### src/rtl/clk_shutdown_pkg.sv
package clk_shutdown_pkg;
    localparam int unsigned NUM_CLK = 6;
    localparam int unsigned NUM_GRP = 5;
    localparam int unsigned NUM_REQ = NUM_GRP + 1;
    localparam int unsigned COM_IDX = NUM_GRP;

    // Outputs 0 and 1 share request 0; every later output has its own line.
    function automatic int unsigned grp_of(input int unsigned idx);
        return (idx < 2) ? 0 : idx - 1;
    endfunction
endpackage

### src/rtl/clk_shutdown_sync.sv
module clk_shutdown_sync #(
    parameter int unsigned WIDTH  = 6,
    parameter int unsigned STAGES = 2
) (
    input  logic             clk_i,
    input  logic             rst_ni,
    input  logic [WIDTH-1:0] async_i,
    output logic [WIDTH-1:0] sync_o
);
    typedef struct packed {
        logic [STAGES-1:0][WIDTH-1:0] st;
    } sync_t;

    sync_t s_d, s_q;

    always_comb begin
        s_d = s_q;
        s_d.st[0] = async_i;
        for (int k = 1; k < STAGES; k++) begin
            s_d.st[k] = s_q.st[k-1];
        end
    end

    // Reset to all-zero: every output starts shut down.
    always_ff @(posedge clk_i or negedge rst_ni) begin
        if (!rst_ni) s_q <= '0;
        else         s_q <= s_d;
    end

    assign sync_o = s_q.st[STAGES-1];
endmodule

### src/rtl/clk_shutdown_phase.sv
module clk_shutdown_phase #(
    parameter int unsigned HALF_CYC = 2
) (
    input  logic clk_i,
    input  logic rst_ni,
    output logic load_o,
    output logic high_nxt_o,
    output logic fb_o
);
    localparam int unsigned PERIOD = 2 * HALF_CYC;
    localparam int unsigned CW     = (PERIOD > 1) ? $clog2(PERIOD) : 1;

    typedef struct packed {
        logic [CW-1:0] ph;
        logic          fb;
    } phase_t;

    phase_t s_d, s_q;

    always_comb begin
        s_d        = s_q;
        load_o     = (s_q.ph == CW'(PERIOD - 1));
        s_d.ph     = load_o ? '0 : s_q.ph + CW'(1);
        high_nxt_o = (s_d.ph < CW'(HALF_CYC));
        s_d.fb     = high_nxt_o;
    end

    // Start on the last phase so the first edge opens a fresh period.
    always_ff @(posedge clk_i or negedge rst_ni) begin
        if (!rst_ni) begin
            s_q.ph <= CW'(PERIOD - 1);
            s_q.fb <= 1'b0;
        end else begin
            s_q <= s_d;
        end
    end

    assign fb_o = s_q.fb;

    if (HALF_CYC > 1) begin : g_width_chk
        a_r3_fb_high_holds: assert property (@(posedge clk_i) disable iff (!rst_ni)
            $rose(fb_o) |=> fb_o);
        a_r3_fb_low_holds: assert property (@(posedge clk_i) disable iff (!rst_ni)
            $fell(fb_o) |=> !fb_o);
    end
endmodule

### src/rtl/clk_shutdown_gate.sv
module clk_shutdown_gate (
    input  logic clk_i,
    input  logic rst_ni,
    input  logic en_i,
    input  logic load_i,
    input  logic high_nxt_i,
    output logic clk_o
);
    typedef struct packed {
        logic gate;
        logic out;
    } gate_t;

    gate_t s_d, s_q;

    // The gate may only change at a period boundary, so a phase never gets cut.
    always_comb begin
        s_d      = s_q;
        s_d.gate = load_i ? en_i : s_q.gate;
        s_d.out  = s_d.gate & high_nxt_i;
    end

    always_ff @(posedge clk_i or negedge rst_ni) begin
        if (!rst_ni) s_q <= '0;
        else         s_q <= s_d;
    end

    assign clk_o = s_q.out;

    a_r1_off_stays_low: assert property (@(posedge clk_i) disable iff (!rst_ni)
        (load_i && !en_i) |=> !clk_o);
    a_r6_rise_on_boundary: assert property (@(posedge clk_i) disable iff (!rst_ni)
        $rose(clk_o) |-> $past(load_i));
endmodule

### src/rtl/clk_shutdown_ctrl.sv
module clk_shutdown_ctrl
    import clk_shutdown_pkg::*;
#(
    parameter int unsigned HALF_CYC    = 2,
    parameter int unsigned SYNC_STAGES = 2
) (
    input  logic               clk_i,
    input  logic               rst_ni,
    input  logic               out_en_i,
    input  logic               com_shut_n_i,
    input  logic [NUM_GRP-1:0] shut_n_i,
    output logic [NUM_CLK-1:0] clk_o,
    output logic               fb_o,
    output logic [NUM_CLK:0]   drv_en_o
);
    logic [NUM_REQ-1:0] req_raw;
    logic [NUM_REQ-1:0] req_s;
    logic               load;
    logic               high_nxt;

    assign req_raw = {com_shut_n_i, shut_n_i};

    clk_shutdown_sync #(
        .WIDTH  (NUM_REQ),
        .STAGES (SYNC_STAGES)
    ) u_sync (
        .clk_i   (clk_i),
        .rst_ni  (rst_ni),
        .async_i (req_raw),
        .sync_o  (req_s)
    );

    clk_shutdown_phase #(
        .HALF_CYC (HALF_CYC)
    ) u_phase (
        .clk_i      (clk_i),
        .rst_ni     (rst_ni),
        .load_o     (load),
        .high_nxt_o (high_nxt),
        .fb_o       (fb_o)
    );

    for (genvar i = 0; i < NUM_CLK; i++) begin : g_out
        localparam int unsigned GRP = grp_of(i);
        logic en;
        assign en = req_s[GRP] & req_s[COM_IDX];

        clk_shutdown_gate u_gate (
            .clk_i      (clk_i),
            .rst_ni     (rst_ni),
            .en_i       (en),
            .load_i     (load),
            .high_nxt_i (high_nxt),
            .clk_o      (clk_o[i])
        );

        a_r6_fall_with_fb: assert property (@(posedge clk_i) disable iff (!rst_ni)
            $fell(clk_o[i]) |-> $fell(fb_o));
    end

    // Models a three-state pad as a drive flag per pin; clock values are untouched.
    assign drv_en_o = {(NUM_CLK + 1){out_en_i}};

    a_r2_common_silences_all: assert property (@(posedge clk_i) disable iff (!rst_ni)
        (load && !req_s[COM_IDX]) |=> (clk_o == '0));
endmodule

### config.mk
export PLATFORM = sky130hd
export DESIGN_NAME = clk_shutdown_ctrl
export DESIGN_NICKNAME = d
export VERILOG_FILES = /design/src/rtl/clk_shutdown_pkg.sv /design/src/rtl/clk_shutdown_sync.sv /design/src/rtl/clk_shutdown_phase.sv /design/src/rtl/clk_shutdown_gate.sv /design/src/rtl/clk_shutdown_ctrl.sv
export SDC_FILE = /design/constraint.sdc
export NUM_CORES = 1
export LEC_CHECK = 0
export BUFFER_PORTS_ARGS = -buffer_cell sky130_fd_sc_hd__buf_2
export CAP_MARGIN = 0
export CORE_ASPECT_RATIO = 1.2
export CORE_MARGIN = 2
export CORE_UTILIZATION = 49
export CTS_CLUSTER_SIZE = 16
export DETAILED_ROUTE_END_ITERATION = 7
export GPL_TIMING_DRIVEN = 0
export PLACE_DENSITY = 0.74
export SLEW_MARGIN = 20
export SYNTH_ARGS = -nofsm -noshare
export SYNTH_HDL_FRONTEND = slang
export SYNTH_SLANG_ARGS = --single-unit
### constraint.sdc
create_clock -name clk_i -period 1.55 [get_ports clk_i]
set_input_delay 0.0775 -clock clk_i [delete_from_list [all_inputs] [get_ports clk_i]]
set_output_delay 0.0775 -clock clk_i [all_outputs]
set_load 0.03 [all_outputs]
==> results of run 1 <==
[cells by family after synthesis]
kind of cell	Yosys count	synth area share
simple gates	18	0.101
buf+inv	15	0.121
fa+ha+maj	1	0.0135
compound gates	6	0.0324
flops	27	0.731
[per-stage QoR]
stage	hold WS (ns)	cells	worst slack, ns
2_1_floorplan	-0.218	67	0.457
3_3_place_gp	0.0950	107	0.408
3_5_place_dp	0.110	107	0.353
4_1_cts	0.272	118	0.312
5_1_grt	0.330	118	0.221
6_report	0.261	118	0.328
[registers in the layout (all words and copies together) (netlist names)]
| name | flops |
|---|---|
| g_out.u_gate.s_q | 6 |
| u_sync.s_d | 6 |
| u_sync.sync_o | 6 |
| g_out.u_gate.clk_o | 6 |
| u_phase.fb_o | 1 |
| u_phase.s_q | 2 |
[layer usage]
| metal | routed length [microns] | up-vias |
|---|---|---|
| met4 | 10 | 0 |
| met2 | 603 | 22 |
| met5 | 0 | - |
| li1 | - | 264 |
| met3 | 83 | 2 |
| met1 | 480 | 240 |
[cells in the mapped netlist, drive strengths merged]
| cell | n | share of area |
|---|---|---|
| dfrtp | 25 | 0.67 |
| buf | 14 | 0.12 |
| a21oi | 6 | 0.032 |
| nand2 | 6 | 0.024 |
| nand2b | 6 | 0.040 |
| nand3 | 5 | 0.032 |
| dfstp | 2 | 0.057 |
| ha | 1 | 0.013 |
| inv | 1 | 0.0040 |
| nor2 | 1 | 0.0040 |
[worst max-delay path by stage]
stage	startpoint	to	slack (ns)	depth (start not counted)
finish	u_phase.s_q[1]	g_out[4].u_gate.clk_o	0.33	4
global route	u_phase.s_q[1]	g_out[4].u_gate.clk_o	0.22	4
CTS	u_phase.s_q[1]	g_out[4].u_gate.clk_o	0.31	4
detailed placement	u_phase.s_q[1]	g_out[4].u_gate.clk_o	0.35	4
global placement	u_phase.s_q[1]	g_out[5].u_gate.clk_o	0.41	4
floorplan	u_phase.s_q[1]	g_out[2].u_gate.clk_o	0.46	4
[timing repair]
item                                   CTS  global route
setup endpoints to repair                0             0
endpoints found under the hold margin   31             0
hold buffers                             7             0
[power groups by stage]
stage               clock (W)  sequential, W  combinational, W
global placement            0       0.000757          0.000105
global route         0.000330       0.000749          0.000130
floorplan                   0       0.000756         0.0000703
finish               0.000287       0.000745          0.000119
detailed placement          0       0.000759          0.000108
CTS                  0.000305       0.000745          0.000121
[layout make-up]
type | instances | area [sq um] | area share
timing repair buffer | 28 | 175 | 0.152
sequential | 27 | 678 | 0.588
clock buffer | 3 | 22.5 | 0.0195
buffer | 14 | 109 | 0.0944
tap | 19 | 23.8 | 0.0206
inverter | 1 | 3.75 | 0.00325
multi-input combinational | 25 | 136 | 0.118
clock inverter | 1 | 5.00 | 0.00434
==> impl_metrics.py, run 1 <==
metrics = {
    "route": {
        "ant_nets": 0,
        "drcViolationCount": 0,
        "vias": 528,
        "routed_wl_microns": 1180,
        "first_pass_iters": 3,
        "first_iter_violations": 1,
        "via_per_inst": 4.47,
        "wire_per_inst_microns": 9.98,
    },
    "floorplan": {
        "rows": 17,
        "core_sq_um": 1810,
        "die_w_microns": 43.7,
        "ios": 23,
        "initial_utilization": 0.513,
        "die_y_microns": 51.7,
        "die-area_sq_um": 2260,
    },
    "timing": {
        "slew_viol_final": 0,
        "relSlewSlack": 0.619,
        "finalClockSkew_ns": 0.00805,
        "setup_viol_count_final": 0,
        "tightest_slew_ns": 0.571,
        "period_share": 0.789,
        "fmax_mhz": 818,
        "finalCriticalPeriod_ns": 1.22,
        "rsz0062_at_grt": "false",
        "finalHoldViolCount": 0,
        "finalSetupTns_ns": 0,
    },
    "critical_path": {
        "crit_chain": "ha_1, buf_6, nand3_1, a21oi_1",
        "critPathKind": "flop to flop",
        "critPathTopFamily": "flip-flops",
        "r2r_cells": 4,
        "critical_path_peak_fanout": 10,
        "cp_data_required_time_ns": 1.78,
        "slowest_stage": "dfstp_2",
        "r2r_start": "u_phase.s_q[1]",
        "crit_path_end_kind": "flop",
        "path_buf_inv": 1,
        "slowest_delay_ns": 0.56,
        "r2r_slack_ns": 0.33,
        "worstReg2RegEnd": "g_out[4].u_gate.clk_o",
        "arrival_ns": 1.46,
        "startpoint_type": "flop",
    },
    "min_path": {
        "min_path_type": "input port to asynchronous set/reset pin",
    },
    "final_layout": {
        "fin_util": 0.638,
        "nets": 110,
        "final_area_sq_um": 1150,
        "area_growth_pct": 24.4,
        "fillCellCount": 137,
        "antenna_cells": 0,
        "final_cell_mix": "25 x dfrtp_1, 21 x buf_2, 13 x buf_4, 7 x dlygate4sd3_1",
        "drive_above_1_share": 0.424,
        "final_common_cell": "dfrtp_1",
    },
    "power_and_ir_drop": {
        "p_sw_w": 0.000267,
        "seq_power_share": 0.647,
        "swShare": 0.232,
        "powerDensity_nw_per_um2": 997,
        "leakage_nw": 0.604,
        "comb_power_share": 0.104,
        "ir_drop_v": 0.000614,
        "power.total_w": 0.00115,
        "p_int_w": 0.000884,
        "clkPwrFrac": 0.249,
    },
    "synth": {
        "syn_area_sq_um": 927,
        "yosysSeqAreaShare": 0.731,
        "syn_area_per_cell_sq_um": 13.8,
        "ys_warn_count": 0,
        "syn_nets": 77,
        "syn_inst": 67,
        "ys_types": 12,
        "ys_ff_latch": 27,
    },
    "global_routing": {
        "busiest_layer": "met2",
        "grt_util_met1": 0.151,
        "grt_pass1_wl_microns": 2130,
        "globalRoute.totalOverflow": 0,
        "grt_max_degree": 28,
        "grtUsageTotal": 0.132,
        "grt_use_met3": 0.0208,
        "antenna_found_initial": 0,
        "first_global_vias": 514,
        "met2_usage": 0.223,
    },
    "cts": {
        "clockRootBuffer": "clkbuf_4",
        "htreeDepth": 1,
        "cts.sinks": 27,
        "clk_pin_slew_worst_paths_ns": 0.14,
        "cts_buffer_depth": 2,
        "cts_resized": 0,
        "cts_buffers": 3,
        "clkLatencyLatePin_ns": 0.31,
        "cts_setup_buffers": 0,
        "cts_tree": "yes",
    },
    "outcome": {
        "status": "finished clean",
    },
    "placed_design": {
        "gp_congestion": 0.627,
        "placed_area_sq_um": 1060,
        "numPortBuffers": 21,
    },
    "flow_run": {
        "max_cap_viol_count": 0,
    },
}
(Power assumes the default switching activity.)
==> inputs of run 2 (changes only) <==
==> constraint.sdc (replaced) <==
create_clock -name clk_i -period 1.2 [get_ports clk_i]
set_input_delay 0.06 -clock clk_i [delete_from_list [all_inputs] [get_ports clk_i]]
set_output_delay 0.06 -clock clk_i [all_outputs]
set_load 0.03 [all_outputs]
==> impl_metrics.py, run 2 (synthesis results as in run 1) <==
metrics = {
    "outcome": {
        "status": "finished clean",
    },
    "timing": {
        "finalHoldViolCount": 0,
        "fin_ws_ns": 0.0283,
        "slew_viol_final": 0,
        "hold_slack_ns": 0.236,
        "fmax_mhz": 853,
        "period_share": 0.976,
        "rsz0062_at_grt": "true",
        "finalClockSkew_ns": 0.0135,
        "tightest_slew_ns": 0.573,
        "relSlewSlack": 0.618,
        "setup_viol_count_final": 0,
        "finalCriticalPeriod_ns": 1.17,
    },
    "cts": {
        "cts.sinks": 27,
        "cts_buffers": 3,
        "htreeDepth": 1,
        "clk_pin_slew_worst_paths_ns": 0.14,
        "cts_buffer_depth": 2,
        "clockRootBuffer": "clkbuf_4",
        "clkLatencyLatePin_ns": 0.32,
        "cts_tree": "yes",
    },
    "power_and_ir_drop": {
        "leakage_nw": 0.623,
        "power.total_w": 0.00150,
        "ir_drop_v": 0.000840,
        "powerDensity_nw_per_um2": 1220,
    },
    "final_layout": {
        "antenna_cells": 0,
        "final_cell_mix": "25 x dfrtp_1, 21 x buf_2, 15 x buf_4, 7 x dlygate4sd3_1, 6 x nand2_1",
        "drive_above_1_share": 0.500,
        "final_common_cell": "dfrtp_1",
        "stdcell_count": 121,
        "seqCellArea_sq_um": 678,
        "area_growth_pct": 32.0,
        "fillCellCount": 126,
        "multi_input_area_sq_um": 180,
        "nets": 113,
    },
    "global_routing": {
        "grt_max_degree": 28,
        "grtUsageTotal": 0.136,
        "globalRoute.totalOverflow": 0,
        "first_global_vias": 537,
        "antenna_found_initial": 0,
        "grt_pass1_wl_microns": 2200,
    },
    "floorplan": {
        "die-area_sq_um": 2260,
        "die_w_microns": 43.7,
        "rows": 17,
        "ios": 23,
        "die_y_microns": 51.7,
        "core_sq_um": 1810,
        "initial_utilization": 0.513,
    },
    "placed_design": {
        "place_ws_ns": 0.00296,
        "gp_congestion": 0.627,
        "placed_cells": 107,
        "numPortBuffers": 21,
    },
    "route": {
        "first_iter_violations": 2,
        "ant_nets": 0,
        "drcViolationCount": 0,
        "vias": 545,
        "first_pass_iters": 2,
        "via_per_inst": 4.50,
        "wire_per_inst_microns": 11.0,
        "routed_wl_microns": 1330,
    },
    "critical_path": {
        "crit_start": "u_phase.s_q[1]",
        "worstReg2RegEnd": "g_out[4].u_gate.clk_o",
        "cp_data_required_time_ns": 1.45,
        "critical_path_peak_fanout": 5,
        "r2r_cells": 4,
        "r2r_start": "u_phase.s_q[1]",
        "r2r_slack_ns": 0.03,
        "arrival_ns": 1.42,
        "startpoint_type": "flop",
        "crit_path_end_kind": "flop",
        "critPathKind": "flop to flop",
    },
    "flow_run": {
        "max_cap_viol_count": 0,
    },
    "min_path": {
        "min_path_type": "input port to asynchronous set/reset pin",
    },
}
-- run 2: metrics by stage --
stage               TNS (ns)  instance area [sq um]   util
detailed placement         0                   1060  0.584
global placement           0                   1060  0.584
global route          -0.119                   1220  0.677
finish                     0                   1220  0.677
CTS                        0                   1160  0.642
floorplan                  0                    927      -
-- run 2: area by class of cell --
| type | instances | share of cell area |
|---|---|---|
| Sequential cell | 27 | 0.554 |
| Timing Repair Buffer | 31 | 0.165 |
| Multi-Input combinational cell | 25 | 0.147 |
| Buffer | 14 | 0.0890 |
| Tap cell | 19 | 0.0194 |
| Clock buffer | 3 | 0.0184 |
| Clock inverter | 1 | 0.00409 |
| Inverter | 1 | 0.00307 |
-- run 2: per-layer routing --
| metal | vias to the layer above | GRT usage | wire length [microns] |
|---|---|---|---|
| li1 | 268 | - | - |
| met1 | 251 | 0.151 | 530 |
| met2 | 24 | 0.235 | 699 |
| met3 | 2 | 0.0208 | 88 |
| met4 | 0 | 0.0909 | 10 |
| met5 | - | 0 | 0 |
-- run 2: repair_timing --
action	4_1_cts	5_1_grt
endpoints found under the hold margin	31	0
setup endpoints to repair	2	10
pin swaps	2	2
resized for setup	2	9
hold buffers	7	0
cloned	0	1
buffers inserted	0	2
-- run 2: worst max path at each step --
stage / endpoint / slack, ns / depth (start not counted)
3_3_place_gp: g_out[5].u_gate.clk_o / 0.06 / 4
4_1_cts: g_out[3].u_gate.clk_o / 0.005 / 4
3_5_place_dp: g_out[4].u_gate.clk_o / 0.003 / 4
5_1_grt: g_out[4].u_gate.clk_o / -0.04 / 4
6_report: g_out[4].u_gate.clk_o / 0.03 / 4
2_1_floorplan: g_out[2].u_gate.clk_o / 0.11 / 4
-- run 2: worst max-delay path: stages, from the launching register on --
cell,delay (ns)
dfstp_2,0.59
ha_4,0.16
buf_6,0.11
nand3_2,0.08
a21oi_2,0.16
-- run 2: power by group --
| part | switching (W) | internal [W] | total, W |
|---|---|---|---|
| Combinational | 0.0000873 | 0.0000693 | 0.000157 |
| Clock | 0.000252 | 0.000125 | 0.000377 |
| Sequential | 0.0000163 | 0.000949 | 0.000966 |
| Total | 0.000356 | 0.00114 | 0.00150 |
==> inputs of run 3 (changes only) <==
--- a/config.mk
+++ b/config.mk
@@ -5,16 +5,16 @@
 export SDC_FILE = /design/constraint.sdc
 export NUM_CORES = 1
 export LEC_CHECK = 0
-export BUFFER_PORTS_ARGS = -buffer_cell sky130_fd_sc_hd__buf_2
 export CAP_MARGIN = 0
-export CORE_ASPECT_RATIO = 1.2
 export CORE_MARGIN = 2
-export CORE_UTILIZATION = 49
+export CORE_UTILIZATION = 58
 export CTS_CLUSTER_SIZE = 16
 export DETAILED_ROUTE_END_ITERATION = 7
+export DONT_BUFFER_PORTS = 1
 export GPL_TIMING_DRIVEN = 0
 export PLACE_DENSITY = 0.74
 export SLEW_MARGIN = 20
 export SYNTH_ARGS = -nofsm -noshare
 export SYNTH_HDL_FRONTEND = slang
 export SYNTH_SLANG_ARGS = --single-unit
+export TNS_END_PERCENT = 20
==> impl_metrics.py, run 3 (synthesis results as in run 1) <==
metrics = {
    "global_routing": {
        "grt_pass1_wl_microns": 1820,
        "grt_max_degree": 28,
        "grtUsageTotal": 0.137,
        "antenna_found_initial": 0,
        "first_global_vias": 426,
        "globalRoute.totalOverflow": 0,
    },
    "timing": {
        "finalHoldViolCount": 0,
        "finalCriticalPeriod_ns": 1.20,
        "rsz0062_at_grt": "true",
        "finalSetupTns_ns": 0,
        "hold_slack_ns": 0.173,
        "tightest_slew_ns": 0.273,
        "finalClockSkew_ns": 0.00122,
        "fmax_mhz": 837,
        "slew_viol_final": 0,
        "period_share": 0.996,
        "relSlewSlack": 0.818,
        "setup_viol_count_final": 0,
    },
    "route": {
        "drcViolationCount": 0,
        "via_per_inst": 4.85,
        "routed_wl_microns": 1190,
        "ant_nets": 0,
        "vias": 466,
        "first_iter_violations": 3,
        "wire_per_inst_microns": 12.4,
        "first_pass_iters": 2,
    },
    "flow_run": {
        "max_cap_viol_count": 0,
    },
    "final_layout": {
        "final_cell_mix": "25 x dfrtp_1, 14 x buf_4, 7 x dlygate4sd3_1, 6 x nand2_1, 5 x nand2b_1",
        "final_common_cell": "dfrtp_1",
        "stdcell_count": 96,
        "antenna_cells": 0,
        "drive_above_1_share": 0.363,
        "final_area_sq_um": 1100,
        "area_growth_pct": 18.4,
        "nets": 91,
    },
    "floorplan": {
        "ios": 23,
        "rows": 14,
        "die_y_microns": 44.0,
        "die-area_sq_um": 1930,
        "initial_utilization": 0.615,
        "core_sq_um": 1510,
        "die_w_microns": 44.0,
    },
    "power_and_ir_drop": {
        "ir_drop_v": 0.000985,
        "leakage_nw": 0.532,
        "powerDensity_nw_per_um2": 1340,
    },
    "min_path": {
        "min_path_type": "input port to asynchronous set/reset pin",
    },
    "critical_path": {
        "critPathKind": "flop to flop",
        "cp_data_required_time_ns": 1.45,
        "critical_path_peak_fanout": 10,
        "crit_chain": "ha_2, buf_6, nand3_2, a21oi_2",
        "slowest_delay_ns": 0.56,
        "arrival_ns": 1.45,
        "slowest_stage": "dfstp_2",
        "crit_path_end_kind": "flop",
        "startpoint_type": "flop",
    },
    "placed_design": {
        "placed_area_sq_um": 947,
        "dp_hpwl_microns": 730,
        "numPortBuffers": 0,
        "placed_cells": 83,
        "gp_congestion": 0.603,
    },
    "cts": {
        "clkLatencyLatePin_ns": 0.31,
        "cts.sinks": 27,
        "cts_buffers": 3,
        "cts_buffer_depth": 2,
        "clk_pin_slew_worst_paths_ns": 0.13,
        "clockRootBuffer": "clkbuf_4",
        "htreeDepth": 1,
        "cts_tree": "yes",
    },
    "outcome": {
        "status": "finished clean",
    },
}
run 3: cell types whose count changed in the layout (fill, tap and decap cells not counted):
cell / before / now
a21oi_2: 3 / 4
ha_4: 1 / 0
buf_6: 2 / 1
buf_2: 21 / 0
buf_4: 15 / 14
a21oi_1: 3 / 2
ha_2: 0 / 1
nand3_4: 1 / 0
nand3_1: 3 / 4
buf_12: 0 / 1
run 3: per-stage QoR:
step	total power (W)	utilization	setup slack, ns
detailed placement	0.00108	0.629	-0.00266
finish	0.00146	0.728	0.00492
global route	0.00154	0.728	-0.0323
CTS	0.00148	0.711	0.00560
floorplan	0.00107	-	0.107
global placement	0.00107	0.629	0.0447
run 3: power breakdown:
group | switching [W] | internal [W] | leakage, nW
Sequential | 0.0000139 | 0.000949 | 0.324
Combinational | 0.0000830 | 0.0000553 | 0.190
Clock | 0.000239 | 0.000124 | 0.0177
Total | 0.000336 | 0.00113 | 0.532
run 3: routing by layer:
metal  track usage  part of all wire  wire length [microns]  vias to the layer above
met1         0.183              0.44                    527                      226
met3        0.0250             0.041                     49                        2
li1              -                 -                      -                      225
met2         0.197              0.50                    592                       13
met4         0.109             0.018                     21                        0
met5             0                 0                      0                        -
run 3: worst paths after layout:
kind / to / cells past startpoint / start / slack, ns
hold / removal: g_out[3].u_gate.s_q[1] / 2 / rst_ni / 0.17
setup reg to reg: g_out[1].u_gate.clk_o / 4 / u_phase.s_q[1] / 0.005
min in group clk_i: drv_en_o[4] / 1 / out_en_i / 0.25
hold reg to reg: u_sync.sync_o[1] / 0 / u_sync.s_d[7] / 0.36
setup / recovery: g_out[1].u_gate.clk_o / 4 / u_phase.s_q[1] / 0.005
max in group asynchronous: u_phase.s_q[1] / 2 / rst_ni / 0.80
run 3: cell type report:
type                            instances  area (sq um)
Buffer                                 14           109
Inverter                                1          3.75
Multi-Input combinational cell         25           161
Timing Repair Buffer                    9          97.6
Tap cell                               16          20.0
Clock buffer                            3          22.5
Clock inverter                          1          5.00
Fill cell                              98           409
Sequential cell                        27           678
run 3: worst max-delay path: cells and delay by family (launching register included):
family / cells / cell delay (ns)
flops: 1 / 0.56
fa+ha+maj: 1 / 0.19
buf+inv: 1 / 0.13
simple gates: 1 / 0.11
compound gates: 1 / 0.14
run 3: repair_timing:
action / in CTS / in global routing
cloned: 0 / 0
buffers inserted: 0 / 1
gates resized for setup: 2 / 4
pin swaps: 1 / 3
endpoints found under the setup margin: 2 / 8
hold buffers: 8 / 0
hold endpoints to repair: 33 / 0
